==> src/rtl/lwm_pkg.sv <==
package lwm_pkg;
  localparam int CODE_W = 5;

  typedef enum logic [1:0] {PH_IDLE, PH_CHECK, PH_WAIT} phase_e;

  function automatic logic code_is_up(input logic [CODE_W-1:0] c);
    return (c == 5'h11) || (c == 5'h12) || (c == 5'h14);
  endfunction
endpackage

==> src/rtl/lwm_sync.sv <==
module lwm_sync #(
  parameter int W      = 5,
  parameter int STAGES = 2
) (
  input  logic         clk_i,
  input  logic         rst_ni,
  input  logic [W-1:0] d_i,
  output logic [W-1:0] q_o
);
  logic [W-1:0] stg_q [STAGES];

  always_ff @(posedge clk_i or negedge rst_ni) begin
    if (!rst_ni) begin
      for (int i = 0; i < STAGES; i++) stg_q[i] <= '0;
    end else begin
      stg_q[0] <= d_i;
      for (int i = 1; i < STAGES; i++) stg_q[i] <= stg_q[i-1];
    end
  end

  assign q_o = stg_q[STAGES-1];
endmodule

==> src/rtl/lwm_tick.sv <==
module lwm_tick #(
  parameter int DIV = 250000
) (
  input  logic clk_i,
  input  logic rst_ni,
  input  logic clr_i,
  output logic tick_o
);
  localparam int CW = $clog2(DIV > 1 ? DIV : 2);
  localparam logic [CW-1:0] LAST = CW'(DIV - 1);

  logic [CW-1:0] cnt_q;

  always_ff @(posedge clk_i or negedge rst_ni) begin
    if (!rst_ni)             cnt_q <= '0;
    else if (clr_i || tick_o) cnt_q <= '0;
    else                     cnt_q <= cnt_q + 1'b1;
  end

  assign tick_o = (cnt_q == LAST);

  AST_TICK_BOUND: assert property (@(posedge clk_i) disable iff (!rst_ni)
    cnt_q <= LAST);
endmodule

==> src/rtl/lwm_fsm.sv <==
module lwm_fsm
  import lwm_pkg::*;
#(
  parameter int POLLS = 120
) (
  input  logic              clk_i,
  input  logic              rst_ni,
  input  logic              start_i,
  input  logic [CODE_W-1:0] code_i,
  input  logic              tick_i,
  output logic              tick_clr_o,
  output logic              busy_o,
  output logic              done_o,
  output logic              up_o
);
  localparam int PW = $clog2(POLLS + 1);
  localparam logic [PW-1:0] LAST_POLL = PW'(POLLS - 1);

  phase_e        ph_q;
  logic [PW-1:0] polls_q;
  logic          done_q, up_q;

  always_ff @(posedge clk_i or negedge rst_ni) begin
    if (!rst_ni) begin
      ph_q    <= PH_IDLE;
      polls_q <= '0;
      done_q  <= 1'b0;
      up_q    <= 1'b0;
    end else begin
      done_q <= 1'b0;
      unique case (ph_q)
        PH_IDLE: if (start_i) begin
          ph_q    <= PH_CHECK;
          up_q    <= 1'b0;
          polls_q <= '0;
        end
        PH_CHECK: if (code_is_up(code_i)) begin
          done_q <= 1'b1;
          up_q   <= 1'b1;
          ph_q   <= PH_IDLE;
        end else begin
          ph_q <= PH_WAIT;
        end
        PH_WAIT: if (tick_i) begin
          polls_q <= polls_q + 1'b1;
          if (polls_q == LAST_POLL) begin
            done_q <= 1'b1;
            ph_q   <= PH_IDLE;
          end else begin
            ph_q <= PH_CHECK;
          end
        end
        default: ph_q <= PH_IDLE;
      endcase
    end
  end

  // prescaler restarts on every entry to the wait phase
  assign tick_clr_o = (ph_q != PH_WAIT);
  assign busy_o     = (ph_q != PH_IDLE);
  assign done_o     = done_q;
  assign up_o       = up_q;

  AST_DOWN_AFTER_LIMIT: assert property (@(posedge clk_i) disable iff (!rst_ni)
    (done_q && !up_q) |-> (polls_q == PW'(POLLS)));
  AST_UP_ONLY_VALID: assert property (@(posedge clk_i) disable iff (!rst_ni)
    (done_q && up_q) |-> $past(code_is_up(code_i)));
  AST_WAIT_ON_TICK: assert property (@(posedge clk_i) disable iff (!rst_ni)
    (ph_q == PH_WAIT && !tick_i) |=> (ph_q == PH_WAIT));
endmodule

==> src/rtl/link_wait_mon.sv <==
module link_wait_mon
  import lwm_pkg::*;
#(
  parameter int CLK_HZ   = 250_000_000,
  parameter int TICK_DIV = CLK_HZ / 1000,
  parameter int POLLS    = 120
) (
  input  logic              clk_i,
  input  logic              rst_ni,
  input  logic              start_i,
  input  logic [CODE_W-1:0] state_code_i,
  output logic              busy_o,
  output logic              done_o,
  output logic              link_up_o
);
  logic [CODE_W-1:0] code_sync;
  logic              tick, tick_clr;

  lwm_sync #(.W(CODE_W), .STAGES(2)) i_sync (
    .clk_i (clk_i),
    .rst_ni(rst_ni),
    .d_i   (state_code_i),
    .q_o   (code_sync)
  );

  lwm_tick #(.DIV(TICK_DIV)) i_tick (
    .clk_i (clk_i),
    .rst_ni(rst_ni),
    .clr_i (tick_clr),
    .tick_o(tick)
  );

  lwm_fsm #(.POLLS(POLLS)) i_fsm (
    .clk_i     (clk_i),
    .rst_ni    (rst_ni),
    .start_i   (start_i),
    .code_i    (code_sync),
    .tick_i    (tick),
    .tick_clr_o(tick_clr),
    .busy_o    (busy_o),
    .done_o    (done_o),
    .up_o      (link_up_o)
  );

  AST_DONE_PULSE: assert property (@(posedge clk_i) disable iff (!rst_ni)
    done_o |=> !done_o);
  AST_DONE_NOT_BUSY: assert property (@(posedge clk_i) disable iff (!rst_ni)
    !(done_o && busy_o));
  AST_START_ACCEPT: assert property (@(posedge clk_i) disable iff (!rst_ni)
    (start_i && !busy_o) |=> busy_o);
  AST_UP_LOW_BUSY: assert property (@(posedge clk_i) disable iff (!rst_ni)
    busy_o |-> !link_up_o);
endmodule

==> config.mk <==
export PLATFORM = sky130hd
export DESIGN_NAME = link_wait_mon
export DESIGN_NICKNAME = d
export VERILOG_FILES = /design/src/rtl/lwm_pkg.sv /design/src/rtl/lwm_sync.sv /design/src/rtl/lwm_tick.sv /design/src/rtl/lwm_fsm.sv /design/src/rtl/link_wait_mon.sv
export SDC_FILE = /design/constraint.sdc
export NUM_CORES = 1
export LEC_CHECK = 0
export ABC_CLOCK_PERIOD_IN_PS = 1810
export BUFFER_PORTS_ARGS = -buffer_cell sky130_fd_sc_hd__buf_2
export CAP_MARGIN = 5
export CORE_UTILIZATION = 54
export CTS_CLUSTER_SIZE = 30
export DETAILED_ROUTE_END_ITERATION = 16
export PLACE_DENSITY = 0.75
export SLEW_MARGIN = 20
export SYNTH_ARGS = -nofsm -noshare
export SYNTH_HDL_FRONTEND = slang
export SYNTH_SLANG_ARGS = --single-unit
==> constraint.sdc <==
create_clock -name clk_i -period 1.81 [get_ports clk_i]
set_input_delay 0.181 -clock clk_i [delete_from_list [all_inputs] [get_ports clk_i]]
set_output_delay 0.181 -clock clk_i [all_outputs]
set_load 0.01 [all_outputs]
==> impl_metrics.json <==
{
  "finish.instance_area_sq_um": 2377,
  "avgViaCountPerCell": 5.402,
  "synth_fp_nets": 202,
  "initial_utilization_pct": 57.55,
  "placedCellCount": 253,
  "areaGrowthSynthToFinish_pct": 21.87,
  "relSlewSlack_pct": 77.91,
  "setup_slack_ps": -30.20,
  "fin_skew_ps": 23.39,
  "grt_max_degree": 27,
  "synthCells": 188,
  "use_met2_pct": 42.31,
  "fin_util_pct": 70.14,
  "clk_latency_ps": 370,
  "fin_cells": 271,
  "core_area_sq_um": 3390,
  "vias": 1464,
  "yosys_warnings": 0,
  "cts_num_sinks": 39,
  "io_buffers": 10,
  "grt_overflow_total": 0,
  "drive_above_1_share_pct": 24.89,
  "final_common_cell": "dfrtp_1",
  "cap_violations": 0,
  "hpwl_microns": 2899,
  "grt_pass1_wl_microns": 7044,
  "die_h_microns": 62.10,
  "fp.dieArea_sq_um": 3856,
  "wl_per_cell_microns": 15.28,
  "tritoncts": "done",
  "clk_path_buf_depth": 2,
  "ys_ff_latch": 39,
  "drt-initial-drc-count": 95,
  "multi_input_comb_area_sq_um": 964.7,
  "path_class": "register to register",
  "pre_cts_ws_ps": -54.31,
  "first_pass_iters": 4,
  "status": "finished with violations",
  "crit_chain": "ha_4 > nand3_4 > or4_4 > or4_4 > nand3_2",
  "syn_avg_cell_area_sq_um": 10.38,
  "track_usage_pct": 23.80,
  "syn-cell-area_sq_um": 1951,
  "failed_checks": "negative setup slack",
  "peakVddDrop_uv": 638.4,
  "grt.busiest_layer": "met2",
  "hold_viol_final": 0,
  "max_stage_delay_ps": 550,
  "setup_violations": 2,
  "pin_count": 11,
  "cp.required_ps": 2140,
  "gp_congestion": 0.8371,
  "synth_ff_type": "dfrtp_1",
  "period_share_pct": 101.7,
  "synth_edf_count": 0,
  "mostFrequentLayoutCells": "dfrtp_1 (39), nor2_1 (20), buf_4 (19)",
  "final_max_slew_viol_count": 0,
  "worst-path-buf-inv": 0,
  "antenna_found_initial": 0,
  "path_clk_slew_ps": 140,
  "cts.root.buffer_cell": "clkbuf_4",
  "finalPower_uw": 1543,
  "hp-class": "input port to register",
  "use_met3_pct": 5.515,
  "fp-row-count": 21,
  "p_leak_uw": 0.001076,
  "slowest_stage": "or4_4",
  "fill_cells": 250,
  "worst_slew_pin_slew_ps": 331.4,
  "rsz0062_at_grt": "yes",
  "final_net_count": 238,
  "drc": 0,
  "grt_pass1_vias": 1549,
  "power.density_nw_per_um2": 649.0,
  "wirelength_microns": 4141,
  "grt_util_met1_pct": 27.94,
  "die_x_microns": 62.10,
  "n_antenna_cell": 0,
  "path_delay_family": "simple AND/OR/NAND/NOR gates",
  "fin_crit_ps": 1840,
  "cts.htree.levels": 2,
  "ff_latch_area_sq_um": 975.9,
  "critPathCaptureType": "register",
  "synth_cell_types": 43,
  "placed_area_sq_um": 2151,
  "start_kind": "register",
  "yosysSeqAreaShare_pct": 50.03,
  "antenna_left": 0,
  "async_flop_share_pct": 100.0,
  "path_max_fanout": 7,
  "cts_buffers": 5,
  "crit_top_cell": "or4_4",
  "cp.arrival_ps": 2170,
  "fmax_mhz": 543.4
}
## worst reg2reg max path, delay by kind of cell, from the launching register on
kind	cells	cell delay (ps)
adder cells (fa/ha/maj)	1	170
flip-flops	1	420
AND/OR/NAND/NOR	4	1220
## layout make-up
cell class,instances,share of cell area (%)
clock buffer,5,1.579
clock inverter,3,2.000
inverter,8,1.263
multi-input combinational,134,40.58
sequential,39,41.05
tap,46,2.421
timing repair buffer,36,11.11
## final timing paths
kind                                                start                           end  slack (ps)  cells after the start
worst min register to register  i_sync.stg_q[5]$_DFF_PN0_       i_sync.q_o[0]$_DFF_PN0_         360                      0
worst min-delay path                              start_i        i_fsm.up_o$_DFFE_PN0P_         190                      3
worst max-delay path            i_tick.cnt_q[0]$_DFF_PN0_  i_fsm.polls_q[1]$_DFFE_PN0P_         -30                      5
worst max register to register  i_tick.cnt_q[0]$_DFF_PN0_  i_fsm.polls_q[1]$_DFFE_PN0P_         -30                      5
min in group asynchronous                          rst_ni  i_fsm.polls_q[2]$_DFFE_PN0P_         210                      2
max in group asynchronous                          rst_ni     i_tick.cnt_q[9]$_DFF_PN0_         950                      3
## power breakdown
group          switching, uW  internal, uW  total [uW]  leakage, uW
Combinational           24.0          18.2        42.1     0.000565
Sequential              4.39           882         887     0.000466
Clock                    317           298         614    0.0000458
Total                    345          1200        1540      0.00108
## synth_stat cells (2+ instances only)
| master | n | area, sq um |
|---|---|---|
| and4_1 | 2 | 17.52 |
| ha_1 | 6 | 75.07 |
| buf_6 | 2 | 22.52 |
| xnor2_1 | 3 | 26.28 |
| o21ai_0 | 7 | 35.03 |
| or3_1 | 2 | 12.51 |
| mux2i_1 | 4 | 40.04 |
| dfrtp_1 | 39 | 975.9 |
| a21oi_1 | 7 | 35.03 |
| nand4b_1 | 2 | 17.52 |
| inv_1 | 8 | 30.03 |
| nand3_1 | 10 | 50.05 |
| xor2_1 | 12 | 105.1 |
| nand4_1 | 7 | 43.79 |
| nand2_1 | 17 | 63.81 |
| and3_1 | 4 | 25.02 |
| nand3b_1 | 6 | 45.04 |
| nor2_1 | 21 | 78.83 |
| clkbuf_1 | 4 | 15.01 |
| nor3_1 | 2 | 10.01 |
## per-stage QoR
stage,setup TNS (ps),hold slack [ps]
2_1_floorplan,-128.3,-114.6
3_3_place_gp,0,86.37
3_5_place_dp,-75.78,92.28
4_1_cts,-48.94,182.1
5_1_grt,-1161,205.5
6_report,-30.54,185.5
## cells by family (layout without fill, tap and decap cells)
group,after synthesis,after routing,share of synthesized area [%]
flip-flops,39,39,50.03
buffers and inverters,15,52,3.720
AO/OA/AOI/OAI,21,21,6.928
AND/OR/NAND/NOR,87,87,26.11
multiplexers,5,5,2.630
XOR/XNOR,15,15,6.735
adder cells (fa/ha/maj),6,6,3.849
## flip-flops by register name, indices dropped and copies added (netlist names)
signal and flops:
i_fsm.done_o 1, i_sync.stg_q 5, i_tick.cnt_q 18, i_fsm.polls_q 7, i_fsm.up_o 1, i_fsm.ph_q 2, i_sync.q_o 5
## per-layer routing
metal	share of wire, %	wire length (microns)
met4	1.8	75
met2	53	2190
met3	2.7	110
met5	0	0
met1	43	1765
## repair_timing
action                                  4_1_cts  5_1_grt
gates resized for setup                       4        9
buffers inserted                              2        1
endpoints found under the hold margin        18        0
hold buffers                                  6        0
endpoints found under the setup margin        4       21
pin swaps                                     2        2
gates cloned                                  0        1
Note: power is estimated with default switching activity, not from simulation.
